<file path="src/rtl/lbs_pkg.sv">
package lbs_pkg;

   typedef enum logic [2:0] {
      ST_IDLE,
      ST_UNLOCK,
      ST_WR_CAP,
      ST_WR_CTL2,
      ST_LOCK,
      ST_TRAIN,
      ST_SETTLE
   } seq_state_e;

   localparam logic [4:0] L0_CODE = 5'h11;

   localparam logic SEL_LINK_CAP  = 1'b0;
   localparam logic SEL_LINK_CTL2 = 1'b1;

endpackage

</file>
<file path="src/rtl/lbs_timer.sv">
module lbs_timer #(
   parameter int MAX_VAL = 1000,
   localparam int CNT_W  = (MAX_VAL < 1) ? 1 : $clog2(MAX_VAL + 1)
) (
   input  logic             clk,
   input  logic             rst,
   input  logic             load,
   input  logic [CNT_W-1:0] load_val,
   input  logic             dec,
   output logic             zero
);

   if (MAX_VAL == 0) begin : g_no_counter
      logic in_unused;
      assign in_unused = ^{clk, rst, load, load_val, dec};
      assign zero      = 1'b1;
   end else begin : g_counter
      logic [CNT_W-1:0] cnt_q;

      always_ff @(posedge clk) begin
         if (rst)
            cnt_q <= '0;
         else if (load)
            cnt_q <= load_val;
         else if (dec && (cnt_q != '0))
            cnt_q <= cnt_q - 1'b1;
      end

      assign zero = (cnt_q == '0);

      // a load sets the exact count used for the window
      a_r10_load_takes: assert property (@(posedge clk) disable iff (rst)
         load |=> (cnt_q == $past(load_val)));

      // counting only moves downward by one
      a_r10_dec_step: assert property (@(posedge clk) disable iff (rst)
         (!load && dec && cnt_q != '0) |=> (cnt_q == $past(cnt_q) - 1'b1));
   end

endmodule

</file>
<file path="src/rtl/lbs_status_cap.sv">
module lbs_status_cap #(
   parameter int STAT_W    = 32,
   parameter int SPEED_LSB = 16,
   parameter int WIDTH_LSB = 20,
   parameter int FIELD_W   = 4
) (
   input  logic               clk,
   input  logic               rst,
   input  logic               clear,
   input  logic               capture,
   input  logic [STAT_W-1:0]  link_status,
   output logic [FIELD_W-1:0] speed,
   output logic [FIELD_W-1:0] width
);

   logic stat_unused;
   assign stat_unused = ^link_status;

   always_ff @(posedge clk) begin
      if (rst) begin
         speed <= '0;
         width <= '0;
      end else if (capture) begin
         speed <= link_status[SPEED_LSB +: FIELD_W];
         width <= link_status[WIDTH_LSB +: FIELD_W];
      end else if (clear) begin
         speed <= '0;
         width <= '0;
      end
   end

   // captured fields hold between events
   a_r8_fields_hold: assert property (@(posedge clk) disable iff (rst)
      (!clear && !capture) |=> ($stable(speed) && $stable(width)));

   // capture takes the word seen at the deciding edge
   a_r8_capture_src: assert property (@(posedge clk) disable iff (rst)
      capture |=> (speed == $past(link_status[SPEED_LSB +: FIELD_W])));

endmodule

</file>
<file path="src/rtl/pcie_link_bringup.sv">
module pcie_link_bringup
   import lbs_pkg::*;
#(
   parameter int CLK_FREQ_HZ      = 200_000_000,
   parameter int TRAIN_TIMEOUT_US = 100_000,
   parameter int SETTLE_US        = 100,
   parameter int SPD_W            = 4,
   parameter int LTSSM_W          = 6,
   parameter int STAT_W           = 32,
   parameter int SPEED_LSB        = 16,
   parameter int WIDTH_LSB        = 20
) (
   input  logic               clk,
   input  logic               rst,
   input  logic               start,
   input  logic [SPD_W-1:0]   req_speed,
   input  logic [LTSSM_W-1:0] ltssm_state,
   input  logic [STAT_W-1:0]  link_status,
   output logic               ro_unlock,
   output logic               fld_wr_valid,
   output logic               fld_wr_sel,
   output logic [SPD_W-1:0]   fld_wr_speed,
   output logic               ltssm_en,
   output logic               done,
   output logic               link_up,
   output logic               timeout_err,
   output logic [3:0]         neg_speed,
   output logic [3:0]         neg_width
);

   localparam int FIELD_W    = 4;
   localparam int CYC_PER_US = CLK_FREQ_HZ / 1_000_000;
   localparam int TRAIN_CYC  = CYC_PER_US * TRAIN_TIMEOUT_US;
   localparam int SETTLE_CYC = CYC_PER_US * SETTLE_US;
   localparam int MAX_CYC    = (TRAIN_CYC > SETTLE_CYC) ? TRAIN_CYC : SETTLE_CYC;
   localparam int TMR_MAX    = MAX_CYC - 1;
   localparam int TMR_W      = (TMR_MAX < 1) ? 1 : $clog2(TMR_MAX + 1);

   if (CLK_FREQ_HZ % 1_000_000 != 0 || CLK_FREQ_HZ < 1_000_000) begin : g_bad_clk
      $error("CLK_FREQ_HZ must be a whole number of MHz");
   end
   if (TRAIN_TIMEOUT_US < 1 || SETTLE_US < 1) begin : g_bad_win
      $error("window lengths must be at least 1 us");
   end
   if (LTSSM_W < 5) begin : g_bad_ltssm
      $error("LTSSM_W must cover the 5-bit state code");
   end
   if (STAT_W < WIDTH_LSB + FIELD_W || STAT_W < SPEED_LSB + FIELD_W) begin : g_bad_stat
      $error("link status word too narrow for its fields");
   end
   if (SPD_W < 2) begin : g_bad_spd
      $error("SPD_W must hold Gen3");
   end

   seq_state_e       state_q;
   logic [SPD_W-1:0] req_q;
   logic             en_q, done_q, up_q, terr_q;
   logic             is_l0, tmr_zero, tmr_load, tmr_dec;
   logic [TMR_W-1:0] tmr_val;
   logic             accept, cap_now;
   logic             ltssm_unused;

   assign ltssm_unused = ^ltssm_state;
   assign is_l0        = (ltssm_state[4:0] == L0_CODE);
   assign accept       = (state_q == ST_IDLE) && start;

   // sequence controller
   always_ff @(posedge clk) begin
      if (rst) begin
         state_q <= ST_IDLE;
         req_q   <= '0;
         en_q    <= 1'b0;
         done_q  <= 1'b0;
         up_q    <= 1'b0;
         terr_q  <= 1'b0;
      end else begin
         unique case (state_q)
            ST_IDLE: begin
               if (start) begin
                  terr_q <= 1'b0;
                  if (is_l0) begin
                     done_q <= 1'b1;
                     up_q   <= 1'b1;
                  end else begin
                     done_q  <= 1'b0;
                     up_q    <= 1'b0;
                     req_q   <= req_speed;
                     state_q <= ST_UNLOCK;
                  end
               end
            end
            ST_UNLOCK:  state_q <= ST_WR_CAP;
            ST_WR_CAP:  state_q <= ST_WR_CTL2;
            ST_WR_CTL2: state_q <= ST_LOCK;
            ST_LOCK: begin
               en_q    <= 1'b1;
               state_q <= ST_TRAIN;
            end
            ST_TRAIN: begin
               if (is_l0) begin
                  state_q <= ST_SETTLE;
               end else if (tmr_zero) begin
                  state_q <= ST_IDLE;
                  done_q  <= 1'b1;
                  terr_q  <= 1'b1;
               end
            end
            ST_SETTLE: begin
               if (tmr_zero) begin
                  state_q <= ST_IDLE;
                  done_q  <= 1'b1;
                  up_q    <= 1'b1;
               end
            end
            default: state_q <= ST_IDLE;
         endcase
      end
   end

   // window timer control
   always_comb begin
      tmr_load = 1'b0;
      tmr_dec  = 1'b0;
      tmr_val  = TMR_W'(TRAIN_CYC - 1);
      if (state_q == ST_LOCK) begin
         tmr_load = 1'b1;
      end else if (state_q == ST_TRAIN) begin
         if (is_l0) begin
            tmr_load = 1'b1;
            tmr_val  = TMR_W'(SETTLE_CYC - 1);
         end else begin
            tmr_dec = 1'b1;
         end
      end else if (state_q == ST_SETTLE) begin
         tmr_dec = 1'b1;
      end
   end

   lbs_timer #(.MAX_VAL(TMR_MAX)) u_timer (
      .clk      (clk),
      .rst      (rst),
      .load     (tmr_load),
      .load_val (tmr_val),
      .dec      (tmr_dec),
      .zero     (tmr_zero)
   );

   assign cap_now = (accept && is_l0) || ((state_q == ST_SETTLE) && tmr_zero);

   lbs_status_cap #(
      .STAT_W    (STAT_W),
      .SPEED_LSB (SPEED_LSB),
      .WIDTH_LSB (WIDTH_LSB),
      .FIELD_W   (FIELD_W)
   ) u_status (
      .clk         (clk),
      .rst         (rst),
      .clear       (accept),
      .capture     (cap_now),
      .link_status (link_status),
      .speed       (neg_speed),
      .width       (neg_width)
   );

   assign ro_unlock    = (state_q == ST_UNLOCK) || (state_q == ST_WR_CAP) ||
                         (state_q == ST_WR_CTL2);
   assign fld_wr_valid = (state_q == ST_WR_CAP) || (state_q == ST_WR_CTL2);
   assign fld_wr_sel   = (state_q == ST_WR_CTL2) ? SEL_LINK_CTL2 : SEL_LINK_CAP;
   assign fld_wr_speed = fld_wr_valid ? req_q : '0;
   assign ltssm_en     = en_q;
   assign done         = done_q;
   assign link_up      = up_q;
   assign timeout_err  = terr_q;

   // field writes only happen under the override
   a_r3_write_needs_unlock: assert property (@(posedge clk) disable iff (rst)
      fld_wr_valid |-> ro_unlock);

   // the capability field is written before the control-2 field
   a_r3_field_order: assert property (@(posedge clk) disable iff (rst)
      (fld_wr_valid && fld_wr_sel == SEL_LINK_CTL2) |-> $past(fld_wr_valid && fld_wr_sel == SEL_LINK_CAP));

   // training starts only with the override closed, then stays on
   a_r4_en_after_lock: assert property (@(posedge clk) disable iff (rst)
      $rose(ltssm_en) |-> (!ro_unlock && !$past(ro_unlock)));
   a_r4_en_sticky: assert property (@(posedge clk) disable iff (rst)
      ltssm_en |=> ltssm_en);

   // a timeout never reports link up
   a_r6_timeout_shape: assert property (@(posedge clk) disable iff (rst)
      timeout_err |-> (done && !link_up));

   // link up is only reported as a finished result
   a_r7_up_is_done: assert property (@(posedge clk) disable iff (rst)
      link_up |-> done);

   // results hold while no start is given
   a_r9_result_hold: assert property (@(posedge clk) disable iff (rst)
      (done && !start) |=> ($stable(done) && $stable(link_up) && $stable(timeout_err)));

endmodule

</file>
<file path="config.mk">
export PLATFORM = sky130hd
export DESIGN_NAME = pcie_link_bringup
export DESIGN_NICKNAME = d
export VERILOG_FILES = /design/src/rtl/lbs_pkg.sv /design/src/rtl/lbs_timer.sv /design/src/rtl/lbs_status_cap.sv /design/src/rtl/pcie_link_bringup.sv
export SDC_FILE = /design/constraint.sdc
export NUM_CORES = 1
export LEC_CHECK = 0
export ABC_AREA = 1
export BUFFER_PORTS_ARGS = -buffer_cell sky130_fd_sc_hd__buf_4
export CAP_MARGIN = 20
export CORE_UTILIZATION = 59
export CTS_CLUSTER_SIZE = 8
export DETAILED_ROUTE_END_ITERATION = 12
export GPL_TIMING_DRIVEN = 0
export PLACE_DENSITY = 0.86
export REMOVE_ABC_BUFFERS = 1
export SYNTH_ARGS = -nofsm -noshare
export SYNTH_HDL_FRONTEND = slang
export SYNTH_HIERARCHICAL = 1
export SYNTH_SLANG_ARGS = --single-unit
</file>
<file path="constraint.sdc">
create_clock -name clk -period 5.1 [get_ports clk]
set_input_delay 0.51 -clock clk [delete_from_list [all_inputs] [get_ports clk]]
set_output_delay 0.51 -clock clk [all_outputs]
set_load 0.02 [all_outputs]
</file>
==> results of run 1 <==
## per-layer routing
layer | wire (microns) | global-route usage, % | up-vias
met5 | 0 | 0 | -
met4 | 68 | 11.3 | 0
met3 | 391 | 4.56 | 6
met2 | 3430 | 49.9 | 101
met1 | 3000 | 33.9 | 1393
li1 | - | - | 1548
## area by class of cell
| type | count | area [sq um] |
|---|---|---|
| repair buffers | 38 | 285 |
| clock buffers | 8 | 90.1 |
| multi-input cells | 373 | 1860 |
| well taps | 67 | 83.8 |
| flip-flops and latches | 44 | 881 |
| fillers | 430 | 1390 |
| inverters | 51 | 194 |
## critical path, stage by stage (launching register included)
cell and delay (ns):
dfxtp_1 0.45, inv_2 0.09, nand3_2 0.09, inv_1 0.08
nand2_4 0.16, nand2_2 0.34, inv_1 0.80, nand3_2 0.51
nor2_1 0.25, nor3_2 0.07
## cells by family (layout without fill, tap and decap cells)
group	count (synthesis)	count (layout)	synth area share, %
AND/OR/NAND/NOR	301	301	48.5
AO/OA/AOI/OAI	50	50	9.94
buffers and inverters	64	97	9.35
adder cells (fa/ha/maj)	2	2	0.842
flip-flops	44	44	29.7
other	2	15	0.253
XOR/XNOR	5	5	1.47
## final timing paths
| check | startpoint | end | depth (start not counted) |
|---|---|---|---|
| min | timeout_err | timeout_err | 2 |
| min reg2reg | timeout_err | timeout_err | 2 |
| max reg2reg | state_q[1] | u_timer/g_counter.cnt_q[0] | 9 |
| max | state_q[1] | u_timer/g_counter.cnt_q[0] | 9 |
## cells in the mapped netlist
master and count:
a21oi_1 20, a21oi_2 8, a21oi_4 1, a31oi_1 1, buf_1 1, buf_2 1
buf_4 1, buf_6 4, clkbuf_1 6, conb_1 2, dfxtp_1 44, ha_1 2
inv_1 47, inv_2 3, inv_4 1, nand2_1 137, nand2_2 8, nand2_4 5
nand3_1 34, nand3_2 3, nand3_4 1, nand3b_1 1, nand4_1 11, nor2_1 72
nor2_2 14, nor2_4 3, nor2_8 3, nor3_1 1, nor3_2 5, o211ai_1 1
o21ai_0 11, o21ai_1 8, or2_1 1, or2_2 2, xnor2_1 2, xor2_1 3
## through the flow
| step | hold slack (ns) | utilization, % | setup slack, ns | std cells |
|---|---|---|---|---|
| 2_1_floorplan | 0.430 | - | 2.92 | 468 |
| 3_3_place_gp | 0.435 | 69.0 | 2.14 | 573 |
| 3_5_place_dp | 0.442 | 69.0 | 2.14 | 573 |
| 4_1_cts | 0.454 | 70.9 | 2.22 | 581 |
| 5_1_grt | 0.474 | 70.9 | 1.92 | 581 |
| 6_report | 0.451 | 70.9 | 2.14 | 581 |
## sequential cells by signal, summed over array words and instances (netlist names)
register and flops:
done 1, ltssm_en 1, u_status/speed 4, u_timer/g_counter.cnt_q 25, u_status/width 4, req_q 4, timeout_err 1, state_q 3
link_up 1
## report_power, final
group / total, W / switching, W / internal (W)
combinational: 0.000546 / 0.000351 / 0.000195
sequential: 0.000396 / 0.0000271 / 0.000369
clock: 0.000225 / 0.000115 / 0.000111
total: 0.00117 / 0.000493 / 0.000674
==> impl_metrics.tcl, run 1 <==
set metrics [dict create \
    outcome "finished, final reports clean" \
    die_h_microns 73.0 \
    fin_crit_sh_pct 58.1 \
    final-setup-viol-count 0 \
    cts_setup_buffers 0 \
    path_max_fanout 25 \
    clock_latency_ns 0.29 \
    grt-ovfl-total 0 \
    synth_cells 468 \
    postPlaceCellArea_sq_um 3300 \
    grt_start_max_net_pins 33 \
    syn_area_per_cell_sq_um 6.35 \
    drv_cap 0 \
    die-area_sq_um 5320 \
    io_pins 64 \
    io_buffers 38 \
    cts_hold_buf 0 \
    drc 0 \
    timing_worst_setup_path_type "flip-flop to flip-flop" \
    num_rows 25 \
    layout_min_cycle_time_ns 2.96 \
    design_area_sq_um 3390 \
    wire_per_inst_microns 11.9 \
    tritoncts "done" \
    r2r_slack_ns 2.14 \
    first_pass_iters 7 \
    p_leak_nw 1.67 \
    synth_area_sq_um 2970 \
    drt_iter0_drc 237 \
    final_cell_mix "nand2_1 (137), nor2_1 (72), inv_1 (47), dfxtp_1 (44), buf_4 (38)" \
    finalHoldViolCount 0 \
    finalMaxSlewViolations 0 \
    end_kind "flip-flop" \
    postCtsResizedCells 0 \
    hold_path_class "flip-flop to flip-flop" \
    core_area_sq_um 4790 \
    nets 560 \
    layout_commonest_cell "nand2_1" \
    clock.fmax_ghz 0.337 \
    fin_skew_ns 0.00736 \
    grt_pass1_vias 2866 \
    cts.reportedPaths.clkPinSlew_ns 0.08 \
    power_per_cell_area_nw_per_um2 344 \
    synth_area_leaders "dfxtp_1 (30%), nand2_1 (17%), nor2_1 (9.1%), inv_1 (5.9%), nand3_1 (5.7%)" \
    synth_top_area_share_pct 29.7 \
    yosysWarnings 6 \
    clk_path_buf_depth 2 \
    drt_wl_total_microns 6890 \
    via_per_inst 5.25 \
    tightest_slew_ns 0.904 \
    area_growth_pct 14.3 \
    p_total_w 0.00117 \
    cp-start-kind "flip-flop" \
    crit_required_ns 5.28 \
    dp_hpwl_microns 4850 \
    rsz0062_at_grt "false" \
    vias 3048 \
    ir_worst_vdd_v 0.000171 \
    cts_sinks 44 \
    die_w_microns 73.0 \
    grt_antenna_before_repair 0 \
    initial_utilization_pct 62.1 \
    relSlewSlack_pct 39.6 \
    yosysTopAreaCell "dfxtp_1" \
    worstPathArrival_ns 3.14 \
    cts_inserted_buffers 5 \
    yosys.cell_types.count 36 \
    seq_area_frac_synth_pct 29.7 \
    synth-seq-cells 44 \
    gp_congestion 0.845 \
    drive_above_1_share_pct 19.6 \
    root_buffer "clkbuf_8" \
    track_usage_pct 28.2 \
    antenna_cells 0 \
    ant_nets 0 \
    htreeDepth 2 \
    fin_setup_tns_ns 0 \
    grt_pass1_wl_microns 11800 \
]
Note: power is estimated with default switching activity, not from simulation.
==> run 2, diff against run 1 <==
CORE_UTILIZATION = 55   (was 59)
PLACE_DENSITY = 0.8   (was 0.86)
clock period = 3.05 ns   (was 5.1 ns; I/O delays follow)
==> run 2 against run 1 <==
Against the previous run: critical path type unchanged; critical endpoint is now u_timer/g_counter.cnt_q[18]; clock power up 110%; total power increased by 75%; via count decreased by 1.9%; sequential share of layout area fell by 0.33 points; non-clock buffer count did not move; global-route usage down 2.3 points; register-to-register slack worse by 1.8 ns; routed wire length down 0.28%; critical path depth unchanged; utilization down 4.0 points.
==> impl_metrics.tcl, run 2 (synthesis results as in run 1) <==
set metrics [dict create \
    outcome "finished, final reports clean" \
    clock.fmax_ghz 0.371 \
    via_per_inst 5.11 \
    tightest_slew_ns 0.881 \
    crit_required_ns 3.23 \
    grt_start_max_net_pins 33 \
    cts_inserted_buffers 5 \
    crit_path_cell_trace "nand3_2 > inv_1 > nand2_4 > nand2_2 > clkinvlp_4 > nand3_2 > nor2_1 > nor2_1 > nor2_1" \
    antenna_cells 0 \
    drt_iter0_drc 162 \
    die-area_sq_um 5700 \
    timing_worst_setup_path_type "flip-flop to flip-flop" \
    hp-start "link_status[20]" \
    grt_pass1_wl_microns 11300 \
    cp_common_cell "nor2_1" \
    cts_sinks 44 \
    track_usage_pct 25.9 \
    nets 561 \
    grt_antenna_before_repair 0 \
    cpLargestDelayFamily "simple AND/OR/NAND/NOR gates" \
    fin_crit_sh_pct 88.5 \
    design_area_sq_um 3440 \
    cp-start-kind "flip-flop" \
    highest_layer "met4" \
    met1_length_microns 3150 \
    p_leak_nw 1.68 \
    dp_hpwl_microns 4750 \
    hold-path-cell-count 3 \
    wl_met3_microns 325 \
    drt_wl_total_microns 6870 \
    path_max_fanout 26 \
    final_cell_mix "nand2_1 (137), nor2_1 (72), inv_1 (46), dfxtp_1 (44), buf_4 (38)" \
    postPlaceCellArea_sq_um 3310 \
    postCtsResizedCells 0 \
    crit_slowest_cell "dfxtp_1" \
    worstPathArrival_ns 2.88 \
    relSlewSlack_pct 40.9 \
    worstReg2RegEnd "u_timer/g_counter.cnt_q[18]" \
    rsz0062_at_grt "false" \
    vias 2990 \
    tritoncts "done" \
    finalMaxSlewViolations 0 \
    root_buffer "clkbuf_8" \
    layout_commonest_cell "nand2_1" \
    ir_worst_vdd_v 0.000292 \
    r2r_slack_ns 0.35 \
    io_pins 64 \
    drc 0 \
    largest_reg_flops 25 \
    clk_path_buf_depth 2 \
    cts_hold_buf 0 \
    wire_per_inst_microns 11.7 \
    htreeDepth 2 \
    clock_latency_ns 0.30 \
    cts_setup_buffers 0 \
    core_area_sq_um 5140 \
    r2r_cells 9 \
    power_per_cell_area_nw_per_um2 595 \
    grt_pass1_vias 2601 \
    wl_met2_microns 3320 \
    fin_skew_ns 0.00377 \
    gp_congestion 0.867 \
    area_growth_pct 15.8 \
    num_rows 26 \
    hold_path_class "input port to flip-flop" \
    die_h_microns 75.5 \
    initial_utilization_pct 57.8 \
    ant_nets 0 \
    layout_min_cycle_time_ns 2.70 \
    io_buffers 38 \
    timing.hold.worst_endpoint "u_status/width[0]" \
    max_stage_delay_ns 0.54 \
    final-setup-viol-count 0 \
    timing.rr.start "state_q[2]" \
    cp_num_buf_inv 2 \
    first_pass_iters 8 \
    grt-ovfl-total 0 \
    drive_above_1_share_pct 20.4 \
    finalHoldViolCount 0 \
    top_register "u_timer/g_counter.cnt_q" \
    cts.reportedPaths.clkPinSlew_ns 0.08 \
    drv_cap 0 \
    end_kind "flip-flop" \
    die_w_microns 75.5 \
    fin_setup_tns_ns 0 \
]
==> run 2: how the worst max path moves through the flow <==
stage	from	to	cells after the start
4_1_cts	state_q[1]	u_timer/g_counter.cnt_q[19]	10
5_1_grt	state_q[2]	u_timer/g_counter.cnt_q[23]	9
2_1_floorplan	state_q[1]	u_timer/g_counter.cnt_q[11]	9
6_report	state_q[2]	u_timer/g_counter.cnt_q[18]	9
3_3_place_gp	state_q[1]	u_timer/g_counter.cnt_q[11]	9
3_5_place_dp	state_q[1]	u_timer/g_counter.cnt_q[5]	9
==> run 2: worst register-to-register path: cells and delay by family (launching register included) <==
kind | cells | cell delay [ns]
AND/OR/NAND/NOR | 7 | 1.43
buffers and inverters | 2 | 0.62
flip-flops | 1 | 0.54
==> run 2: metrics by stage <==
stage               cells  hold WS (ns)  utilization, %  worst slack, ns  power [W]
floorplan             468         0.367               -            0.961    0.00138
global placement      576         0.439            64.4            0.200    0.00154
detailed placement    576         0.443            64.4            0.121    0.00157
CTS                   584         0.253            66.7            0.117    0.00204
global route          585         0.268            66.9            0.101    0.00221
finish                585         0.260            66.9            0.352    0.00205
==> run 2: per-layer routing <==
metal  GRT usage [%]  vias to the layer above
met5               0                        -
li1                -                     1552
met2            45.9                       74
met4            8.02                        0
met1            31.9                     1356
met3            4.37                        8
==> run 2: layout make-up <==
class / instances / area, sq um
multi-input cells: 373 / 1860
fillers: 507 / 1700
flip-flops and latches: 44 / 881
repair inverters: 1 / 5.00
clock buffers: 6 / 82.6
well taps: 70 / 87.6
inverters: 51 / 198
clock inverters: 2 / 38.8
repair buffers: 38 / 285
==> run 2: report_power, final <==
group | switching (W) | internal [W]
registers | 0.0000454 | 0.000616
logic | 0.000585 | 0.000326
clock network | 0.000206 | 0.000268
